<file path="src/rtl/wwc_pkg.sv">
package wwc_pkg;
    typedef enum logic [2:0] {
        MODE_HIGH   = 3'd0,
        MODE_MED    = 3'd1,
        MODE_SUB    = 3'd2,
        MODE_WATCH  = 3'd3,
        MODE_HWSTBY = 3'd4
    } pmode_e;
endpackage

</file>
<file path="src/rtl/wwc_wake_qual.sv">
// Qualifies every wake source; only meaningful while the controller is in watch mode.
module wwc_wake_qual #(
    parameter int NUM_IRQ = 6
) (
    input  logic               in_watch,
    input  logic               tmr_ovf,
    input  logic               nmi,
    input  logic [NUM_IRQ-1:0] irq,
    input  logic [NUM_IRQ-1:0] irq_en,
    input  logic               per_req,
    input  logic               per_en,
    input  logic               cpu_mask,
    output logic               wake
);
    logic [NUM_IRQ-1:0] irq_hit;

    // each external line passes only through its own enable
    for (genvar i = 0; i < NUM_IRQ; i++) begin : g_irq
        assign irq_hit[i] = irq[i] & irq_en[i];
    end

    logic nmi_hit;
    logic mask_hit;

    always_comb begin
        nmi_hit  = nmi;                                  // never masked
        mask_hit = tmr_ovf | (|irq_hit)
                 | (per_req & per_en & ~cpu_mask);
        wake     = in_watch & (nmi_hit | mask_hit);
    end
endmodule

</file>
<file path="src/rtl/wwc_settle_timer.sv">
// Down-counter that delays the interrupt start strobe after a wake.
module wwc_settle_timer #(
    parameter int CNT_W = 10
) (
    input  logic             clk,
    input  logic             res_n,
    input  logic             load,
    input  logic [CNT_W-1:0] load_val,
    input  logic             abort,
    output logic             start,
    output logic             busy
);
    typedef struct packed {
        logic [CNT_W-1:0] cnt;
        logic             pend;
        logic             start;
    } tmr_t;

    tmr_t s_d, s_q;

    always_comb begin
        s_d       = s_q;
        s_d.start = 1'b0;
        if (abort) begin
            s_d.pend = 1'b0;
            s_d.cnt  = '0;
        end else if (load) begin
            s_d.pend = 1'b1;
            s_d.cnt  = load_val;
        end else if (s_q.pend) begin
            if (s_q.cnt == '0) begin
                s_d.pend  = 1'b0;
                s_d.start = 1'b1;
            end else begin
                s_d.cnt = s_q.cnt - CNT_W'(1);
            end
        end
    end

    always_ff @(posedge clk or negedge res_n) begin
        if (!res_n) s_q <= '0;
        else        s_q <= s_d;
    end

    assign start = s_q.start;
    assign busy  = s_q.pend;
endmodule

</file>
<file path="src/rtl/wwc_mode_fsm.sv">
// Mode sequencer: entry into watch, wake target selection, standby override.
module wwc_mode_fsm
    import wwc_pkg::*;
(
    input  logic   clk,
    input  logic   res_n,
    input  logic   stby_n,
    input  logic   sleep_req,
    input  logic   watch_en,
    input  logic   med_sel,
    input  logic   lson,
    input  logic   wake,
    input  logic   settle_busy,
    output pmode_e mode,
    output logic   clk_en,
    output logic   load_settle
);
    typedef struct packed {
        pmode_e mode;
        logic   clk_en;
        logic   med;
    } fsm_t;

    fsm_t s_d, s_q;

    always_comb begin
        s_d         = s_q;
        load_settle = 1'b0;
        if (!stby_n) begin
            s_d.mode   = MODE_HWSTBY;   // beats any pending wake
            s_d.clk_en = 1'b0;
        end else begin
            case (s_q.mode)
                MODE_HIGH, MODE_MED, MODE_SUB: begin
                    if (sleep_req && watch_en && !settle_busy) begin
                        s_d.mode   = MODE_WATCH;
                        s_d.clk_en = 1'b0;
                        s_d.med    = med_sel;
                    end
                end
                MODE_WATCH: begin
                    if (wake) begin
                        load_settle = 1'b1;
                        s_d.clk_en  = 1'b1;
                        if (lson)       s_d.mode = MODE_SUB;
                        else if (s_q.med) s_d.mode = MODE_MED;
                        else            s_d.mode = MODE_HIGH;
                    end
                end
                MODE_HWSTBY: s_d = s_q;
                default: begin
                    s_d.mode   = MODE_HIGH;
                    s_d.clk_en = 1'b1;
                end
            endcase
        end
    end

    always_ff @(posedge clk or negedge res_n) begin
        if (!res_n) begin
            s_q.mode   <= MODE_HIGH;
            s_q.clk_en <= 1'b1;
            s_q.med    <= 1'b0;
        end else begin
            s_q <= s_d;
        end
    end

    assign mode   = s_q.mode;
    assign clk_en = s_q.clk_en;
endmodule

</file>
<file path="src/rtl/watch_wake_ctrl.sv">
module watch_wake_ctrl
    import wwc_pkg::*;
#(
    parameter int NUM_IRQ  = 6,
    parameter int STS_W    = 3,
    parameter int BASE_LOG = 3
) (
    input  logic               clk,
    input  logic               res_n,
    input  logic               stby_n,
    input  logic               sleep_req,
    input  logic               watch_en,
    input  logic               med_sel,
    input  logic               lson,
    input  logic [STS_W-1:0]   sts_sel,
    input  logic               ope,
    input  logic               tmr_ovf,
    input  logic               nmi,
    input  logic [NUM_IRQ-1:0] irq,
    input  logic [NUM_IRQ-1:0] irq_en,
    input  logic               per_req,
    input  logic               per_en,
    input  logic               cpu_mask,
    output logic [2:0]         mode,
    output logic               clk_en,
    output logic               intr_start,
    output logic               bus_drive
);
    // longest wait is 2^(BASE_LOG + 2^STS_W - 1) cycles; counter holds that minus one
    localparam int CNT_W = BASE_LOG + (1 << STS_W) - 1;

    pmode_e           cur_mode;
    logic             wake;
    logic             load_settle;
    logic             settle_busy;
    logic [CNT_W-1:0] span;
    logic [CNT_W-1:0] load_val;

    wwc_wake_qual #(.NUM_IRQ(NUM_IRQ)) u_qual (
        .in_watch (cur_mode == MODE_WATCH),
        .tmr_ovf  (tmr_ovf),
        .nmi      (nmi),
        .irq      (irq),
        .irq_en   (irq_en),
        .per_req  (per_req),
        .per_en   (per_en),
        .cpu_mask (cpu_mask),
        .wake     (wake)
    );

    wwc_mode_fsm u_fsm (
        .clk         (clk),
        .res_n       (res_n),
        .stby_n      (stby_n),
        .sleep_req   (sleep_req),
        .watch_en    (watch_en),
        .med_sel     (med_sel),
        .lson        (lson),
        .wake        (wake),
        .settle_busy (settle_busy),
        .mode        (cur_mode),
        .clk_en      (clk_en),
        .load_settle (load_settle)
    );

    // the largest code shifts the one out of range; minus one then wraps to all ones
    always_comb begin
        span     = CNT_W'(1) << (BASE_LOG + int'(sts_sel));
        load_val = lson ? '0 : (span - CNT_W'(1));
    end

    wwc_settle_timer #(.CNT_W(CNT_W)) u_settle (
        .clk      (clk),
        .res_n    (res_n),
        .load     (load_settle),
        .load_val (load_val),
        .abort    (!stby_n),
        .start    (intr_start),
        .busy     (settle_busy)
    );

    always_comb begin
        case (cur_mode)
            MODE_WATCH:  bus_drive = ope;
            MODE_HWSTBY: bus_drive = 1'b0;
            default:     bus_drive = 1'b1;
        endcase
    end

    assign mode = cur_mode;
endmodule

</file>
<file path="config.mk">
export PLATFORM = sky130hd
export DESIGN_NAME = watch_wake_ctrl
export DESIGN_NICKNAME = d
export VERILOG_FILES = /design/src/rtl/wwc_pkg.sv /design/src/rtl/wwc_wake_qual.sv /design/src/rtl/wwc_settle_timer.sv /design/src/rtl/wwc_mode_fsm.sv /design/src/rtl/watch_wake_ctrl.sv
export SDC_FILE = /design/constraint.sdc
export NUM_CORES = 1
export LEC_CHECK = 0
export ABC_AREA = 1
export CAP_MARGIN = 5
export CELL_PAD_IN_SITES_DETAIL_PLACEMENT = 1
export CELL_PAD_IN_SITES_GLOBAL_PLACEMENT = 1
export CORE_MARGIN = 4
export CORE_UTILIZATION = 42
export CTS_CLUSTER_DIAMETER = 150
export DETAILED_ROUTE_END_ITERATION = 10
export DONT_BUFFER_PORTS = 1
export HOLD_SLACK_MARGIN = 0.03
export PLACE_DENSITY = 0.75
export SLEW_MARGIN = 20
export SYNTH_ARGS = -nofsm -noshare
export SYNTH_HDL_FRONTEND = slang
export SYNTH_SLANG_ARGS = --single-unit
</file>
<file path="constraint.sdc">
create_clock -name clk -period 1.7 [get_ports clk]
set_input_delay 0.17 -clock clk [delete_from_list [all_inputs] [get_ports clk]]
set_output_delay 0.17 -clock clk [all_outputs]
set_load 0.03 [all_outputs]
</file>
**Yosys cells after proc, flatten, opt, wreduce, memory -nomap -nowiden**

Cells that the tools add are included.

- Register bits after elaboration: 17
- Logic and storage cells: 60
- Input port bits: 28

- Reductions and logical operators: 10
- Bitwise logic cells: 13
- Shift operators: 1
- $add $sub $neg: 3
- Muxes and demuxes: 18
- Equal/unequal tests: 9

Operators with widths:

| operator | number |
|---|---|
| 11-bit two-way mux | 2 |
| 10-bit two-way mux | 2 |
| 10-bit by 1-bit subtractor with 10-bit output (second input constant) | 2 |
| 12-bit two-way mux | 1 |
| 4-bit case mux with 3 select lines | 1 |
| 10-bit zero test | 1 |
| 1-bit by 4-bit << shifter with 10-bit output (first input constant) | 1 |
| 1-bit bitwise AND | 9 |
| 4-bit two-way mux | 2 |
| 3-bit by 2-bit == test with 1-bit output (second input constant) | 2 |
| 1-bit two-way mux | 6 |
| 3-bit by 2-bit != test with 1-bit output (second input constant) | 2 |
| 3-bit AND reduction | 2 |
| 6-bit OR reduction | 1 |
| 5-bit two-way mux | 1 |
| 2-bit by 3-bit adder with 4-bit output (first input constant) | 1 |
| 2-bit two-way mux | 2 |
| 3-bit by 1-bit == test with 1-bit output (second input constant) | 1 |
| 3-bit == test (second input constant) | 1 |
| 3-bit zero test | 1 |
| 3-bit by 1-bit != test with 1-bit output (second input constant) | 1 |
| 3-bit != test (second input constant) | 1 |
| 1-bit bitwise OR | 3 |
| 3-bit OR reduction | 1 |
| 6 further kinds | 7 |

**Longest topological paths before layout**

- Depth in word-level cells: 11
- Mapped depth: 10
- Depth with buffers taken out: 10

**Hierarchy**

Synthesis repeated with hierarchy kept, for this count alone.

- Cells, all modules: 223
- Area total of the unflattened synthesis: 1397.6 µm²

By module, submodules not included:

| module | cells an instance | seq. area each (µm²) | instances | area each (µm²) |
|---|---|---|---|---|
| wwc_settle_timer | 124 | 300.3 | 1 | 830.8 |
| wwc_mode_fsm | 49 | 126.4 | 1 | 342.8 |
| watch_wake_ctrl | 34 | 0.0 | 1 | 158.9 |
| wwc_wake_qual | 16 | 0.0 | 1 | 65.1 |

**Worst setup path before layout**

No wires, ideal clock.

- Kind: register -> register
- Start point: reg u_settle.s_q[2] (netlist bit)
- End point: reg u_settle.s_q[4] (netlist bit)
- Period minus slack after synthesis: 1.431 ns
- Data arrival time: 1.309 ns
- Buffers on the path: 0
- Path slack: 0.269 ns
- Setup time: 0.122 ns
- Stages on the path, launching flop included: 10
- Required time: 1.578 ns
- Cell sequence: dfrtp_1 > inv_1 > ha_1 > nand2_2 > nor2_4 > nand2_2 > nand2_4 > nand2_4 > nor3_1 > nor2_1

- Cells in the longest elaborated chain, start to end: 5
- Elaborated cells on any way between the ends: 8
- Classes of those cells: 1 x add/sub; 1 x eq/ne; 4 x mux; 2 x reduce/logical

Ends and longest elaborated chain:

| element | line | source |
|---|---|---|
| from (decl) | wwc_settle_timer.sv:19 | `tmr_t s_d, s_q;` |
| from (signal assigned) | wwc_settle_timer.sv:41 | `if (!res_n) s_q <= '0;` |
| from (signal assigned) | wwc_settle_timer.sv:42 | `else s_q <= s_d;` |
| 10-bit by 1-bit subtractor with 10-bit output | wwc_settle_timer.sv:35 | `s_d.cnt = s_q.cnt - CNT_W'(1);` |
| 10-bit two-way mux | wwc_settle_timer.sv:31 | `if (s_q.cnt == '0) begin` |
| 12-bit two-way mux | wwc_settle_timer.sv:30 | `end else if (s_q.pend) begin` |
| 11-bit two-way mux | wwc_settle_timer.sv:27 | `end else if (load) begin` |
| 11-bit two-way mux | wwc_settle_timer.sv:24 | `if (abort) begin` |

Several ways; a longest one is shown, not always the timed one. The select of a mux whose other input is x is not followed.
A chain may end at the register's enable or synchronous reset.

**Final worst setup path**

- Start point: reg, netlist name u_fsm.mode[0]
- End point: out bus_drive

- Cells in the longest elaborated chain, start to end: 2
- Elaborated cells on any way between the ends: 3
- Classes of those cells: 2 x eq/ne; 1 x mux

Ends and longest elaborated chain:

| element | line | source |
|---|---|---|
| 3-bit == test / 3-bit by 2-bit == test with 1-bit output (equally long branches) | watch_wake_ctrl.sv:83 | `case (cur_mode)` |
| 1-bit case mux with 2 select lines (*) | watch_wake_ctrl.sv:83 |  |
| to (decl) | watch_wake_ctrl.sv:27 | `output logic bus_drive` |

Every way passes the cells marked *; elsewhere a longest branch is shown, timed or not.

==> flow_metrics.env <==
export IMPL_outcome="finished clean"
export IMPL_drc=0
export IMPL_total_power_uw=737
export IMPL_ys_ff_latch=17
export IMPL_ys_seq_area_frac=0.322
export IMPL_cpPeakStageDelay_ns=0.43
export IMPL_p_comb_frac=0.129
export IMPL_num_io_pins=34
export IMPL_synth_compound_area_frac=0.0794
export IMPL_worstSetupPathType="reg -> out"
export IMPL_p_leak_nw=0.777
export IMPL_ant_nets=0
export IMPL_async_reset_ff_frac=1.00
export IMPL_synthMuxAreaShare=0
export IMPL_clk_latency_ns=0.30
export IMPL_reg2reg_depth=9
export IMPL_regToRegEndpoint="u_settle.s_q[5]$_DFFE_PN0P_"
export IMPL_swShare=0.279
export IMPL_drt_initial_drc_count=58
export IMPL_cts_root_buf="clkbuf_4"
export IMPL_viasPerCell=5.33
export IMPL_clkTransAtPathRegs_ns=0.10
export IMPL_start_util=0.437
export IMPL_routabilityCongestion=0.827
export IMPL_core_um2=3030
export IMPL_cts_tree="done"
export IMPL_syn_avg_cell_area_um2=6.65
export IMPL_grt_max_degree=18
export IMPL_slew_violations=0
export IMPL_diodes=0
export IMPL_synth_simple_area_share=0.470
export IMPL_synth_area_top_cells="dfrtp_1 (30%), nand2_1 (19%), nand3_1 (8.3%)"
export IMPL_fin_area_um2=1490
export IMPL_fin_tns_setup_ns=0
export IMPL_synth_top_family_by_area="simple AND/OR/NAND/NOR gates"
export IMPL_grt_pass1_wl_mm=6.42
export IMPL_drive_above_1_share=0.159
export IMPL_arrival_ns=1.47
export IMPL_die_area_um2=4110
export IMPL_r2r_slack_ns=0.16
export IMPL_rows=20
export IMPL_maxCapViolations=0
export IMPL_stdcell_count=252
export IMPL_clockBufferDepth=2
export IMPL_place_port_buffers=0
export IMPL_vdd_ir_drop_max_mv=0.221
export IMPL_yosys_area_top_type="dfrtp_1"
export IMPL_cp_common_cell="buf_4"
export IMPL_reg2reg_from="u_settle.s_q[6]$_DFFE_PN0P_"
export IMPL_yosysMostFrequentCell="nand2_1"
export IMPL_min_path_type="in -> reg"
export IMPL_detail_route_first_pass_iterations=4
export IMPL_clkPwrFrac=0.314
export IMPL_p_per_area_nw_per_um2=496
export IMPL_n_fill_cell=403
export IMPL_wl_per_cell_um=14.7
export IMPL_nets=239
export IMPL_critical_path_max_fanout=4
export IMPL_cp_endpoint="bus_drive"
export IMPL_slowest_stage="dfrtp_1"
export IMPL_setup_worst_path_start_class="register"
export IMPL_grt_util_all_layers=0.195
export IMPL_die_x_um=64.1
export IMPL_worstSetupEndpointType="output port"
export IMPL_p_seq_frac=0.557
export IMPL_via_count=1343
export IMPL_die_y_um=64.1
export IMPL_startpoint="u_fsm.mode[0]$_DFFE_PN0P_"
export IMPL_intPower_uw=531
export IMPL_fin_skew_ns=0.00336
export IMPL_crit_required_ns=1.53
export IMPL_synth_edf_count=0
export IMPL_cts_htree_levels=1
export IMPL_grt_overflow=0
export IMPL_power_net_switching_uw=205
export IMPL_whs_ns=0.0949
export IMPL_hold_viol_final=0
export IMPL_setup_viol=0
export IMPL_clock_sinks=17
export IMPL_synthFlopType="dfrtp_1"
export IMPL_synth_fa_ha_area_frac=0.0189
export IMPL_drt_total_wl_mm=3.70
export IMPL_ys_warn_count=0
export IMPL_antenna_found_initial=0
export IMPL_path_cells="buf_4 -> nor3_4 -> buf_4 -> nor2_1 -> buf_4"
export IMPL_dp_cells=245
export IMPL_synth_xor_area_frac=0.0198
export IMPL_synthDistinctLibCells=34
export IMPL_placed_area_um2=1400
export IMPL_numCtsBuffers=3
export IMPL_cts_setup_buffers=0
export IMPL_timing_final_crit_share=0.964
export IMPL_grt_pass1_vias=1445
export IMPL_synthTopCellsByCount="nand2_1 (66), nor2_1 (23), nand3_1 (22), dfrtp_1 (16), inv_1 (14)"
export IMPL_synth_top_area_frac=0.302
export IMPL_timing_fmax_ghz=0.610
export IMPL_layout_min_cycle_time_ns=1.64
export IMPL_synth_cells=199
export IMPL_worst_slew_pin_slew_ns=0.807
export IMPL_maxSlewHeadroom=0.460
export IMPL_syn_to_final_growth_pct=12.2
export IMPL_synth_area_um2=1320
export IMPL_detailed_place_hpwl_mm=2.96
power groups by stage:
stage	clock network [mW]	logic, mW	registers (mW)
floorplan	0	0.0668	0.418
global placement	0	0.0732	0.418
detailed placement	0	0.0767	0.419
CTS	0.237	0.0942	0.411
global route	0.250	0.111	0.411
finish	0.231	0.0951	0.411
state kept, by name (all words and copies together), names as in the netlist:
register,flops
u_settle.busy,1
u_fsm.s_q,1
u_fsm.clk_en,1
u_settle.s_q,10
u_settle.start,1
u_fsm.mode,3
how the worst min path moves through the flow:
stage                                 to  slack, ns   from  cells after the start
2_1_floorplan  u_fsm.mode[0]$_DFFE_PN0P_      -0.13  res_n                      0
3_3_place_gp   u_fsm.mode[2]$_DFFE_PN0P_      -0.13  res_n                      0
3_5_place_dp   u_fsm.mode[2]$_DFFE_PN0P_      -0.13  res_n                      0
4_1_cts        u_fsm.mode[0]$_DFFE_PN0P_       0.08   lson                      3
5_1_grt        u_fsm.mode[0]$_DFFE_PN0P_       0.11   lson                      3
6_report       u_fsm.mode[0]$_DFFE_PN0P_       0.09   lson                      3
kinds of logic (layout without fill, tap and decap cells):
kind of cell	count (synthesis)	count (layout)
flops	17	17
fa+ha+maj	2	2
other cells	1	2
simple gates	134	134
compound gates	16	16
xor+xnor	3	3
buf+inv	26	34
area by class of cell:
cell class	instances	area (um^2)	share of cell area
multi-input cells	157	817	0.550
well taps	44	55.1	0.0371
inverters	20	76.3	0.0514
repair buffers	10	82.6	0.0556
clock buffers	4	26.3	0.0177
flip-flops and latches	17	428	0.288
per-layer routing:
metal	global-route usage	wire length [um]
met1	0.274	1700
met2	0.311	1730
met3	0.0211	225
met4	0.0633	46
met5	0	0
repair_timing:
item / 4_1_cts / 5_1_grt
resized for setup: 1 / 6
hold endpoints to repair: 24 / 0
hold buffers: 3 / 0
setup endpoints to repair: 1 / 11
pin swaps: 0 / 0
stage by stage:
| step | util | setup WS [ns] |
|---|---|---|
| after floorplan | - | 0.269 |
| after global placement | 0.461 | 0.193 |
| after detailed placement | 0.461 | 0.0889 |
| after CTS | 0.481 | 0.00745 |
| after global routing | 0.490 | -0.000680 |
| final | 0.490 | 0.0616 |
cells in the final DEF, fill, tap and decap left out, types with 2 or more instances in the layout:
cell	n
conb_1	2
inv_2	6
nand3_1	22
nor2_1	23
nand4_1	7
nand2_1	66
dlygate4sd3_1	3
nand2_2	3
inv_1	13
o21ai_0	8
nor3_1	2
clkbuf_4	3
dfrtp_1	15
buf_4	7
nand2_4	2
xor2_1	3
worst max-delay path: cells and delay by family (launching register included):
family | cells | cell delay, ns
flops | 1 | 0.43
buf+inv | 3 | 0.49
simple gates | 2 | 0.25
Power figures use the tool's default switching activity.
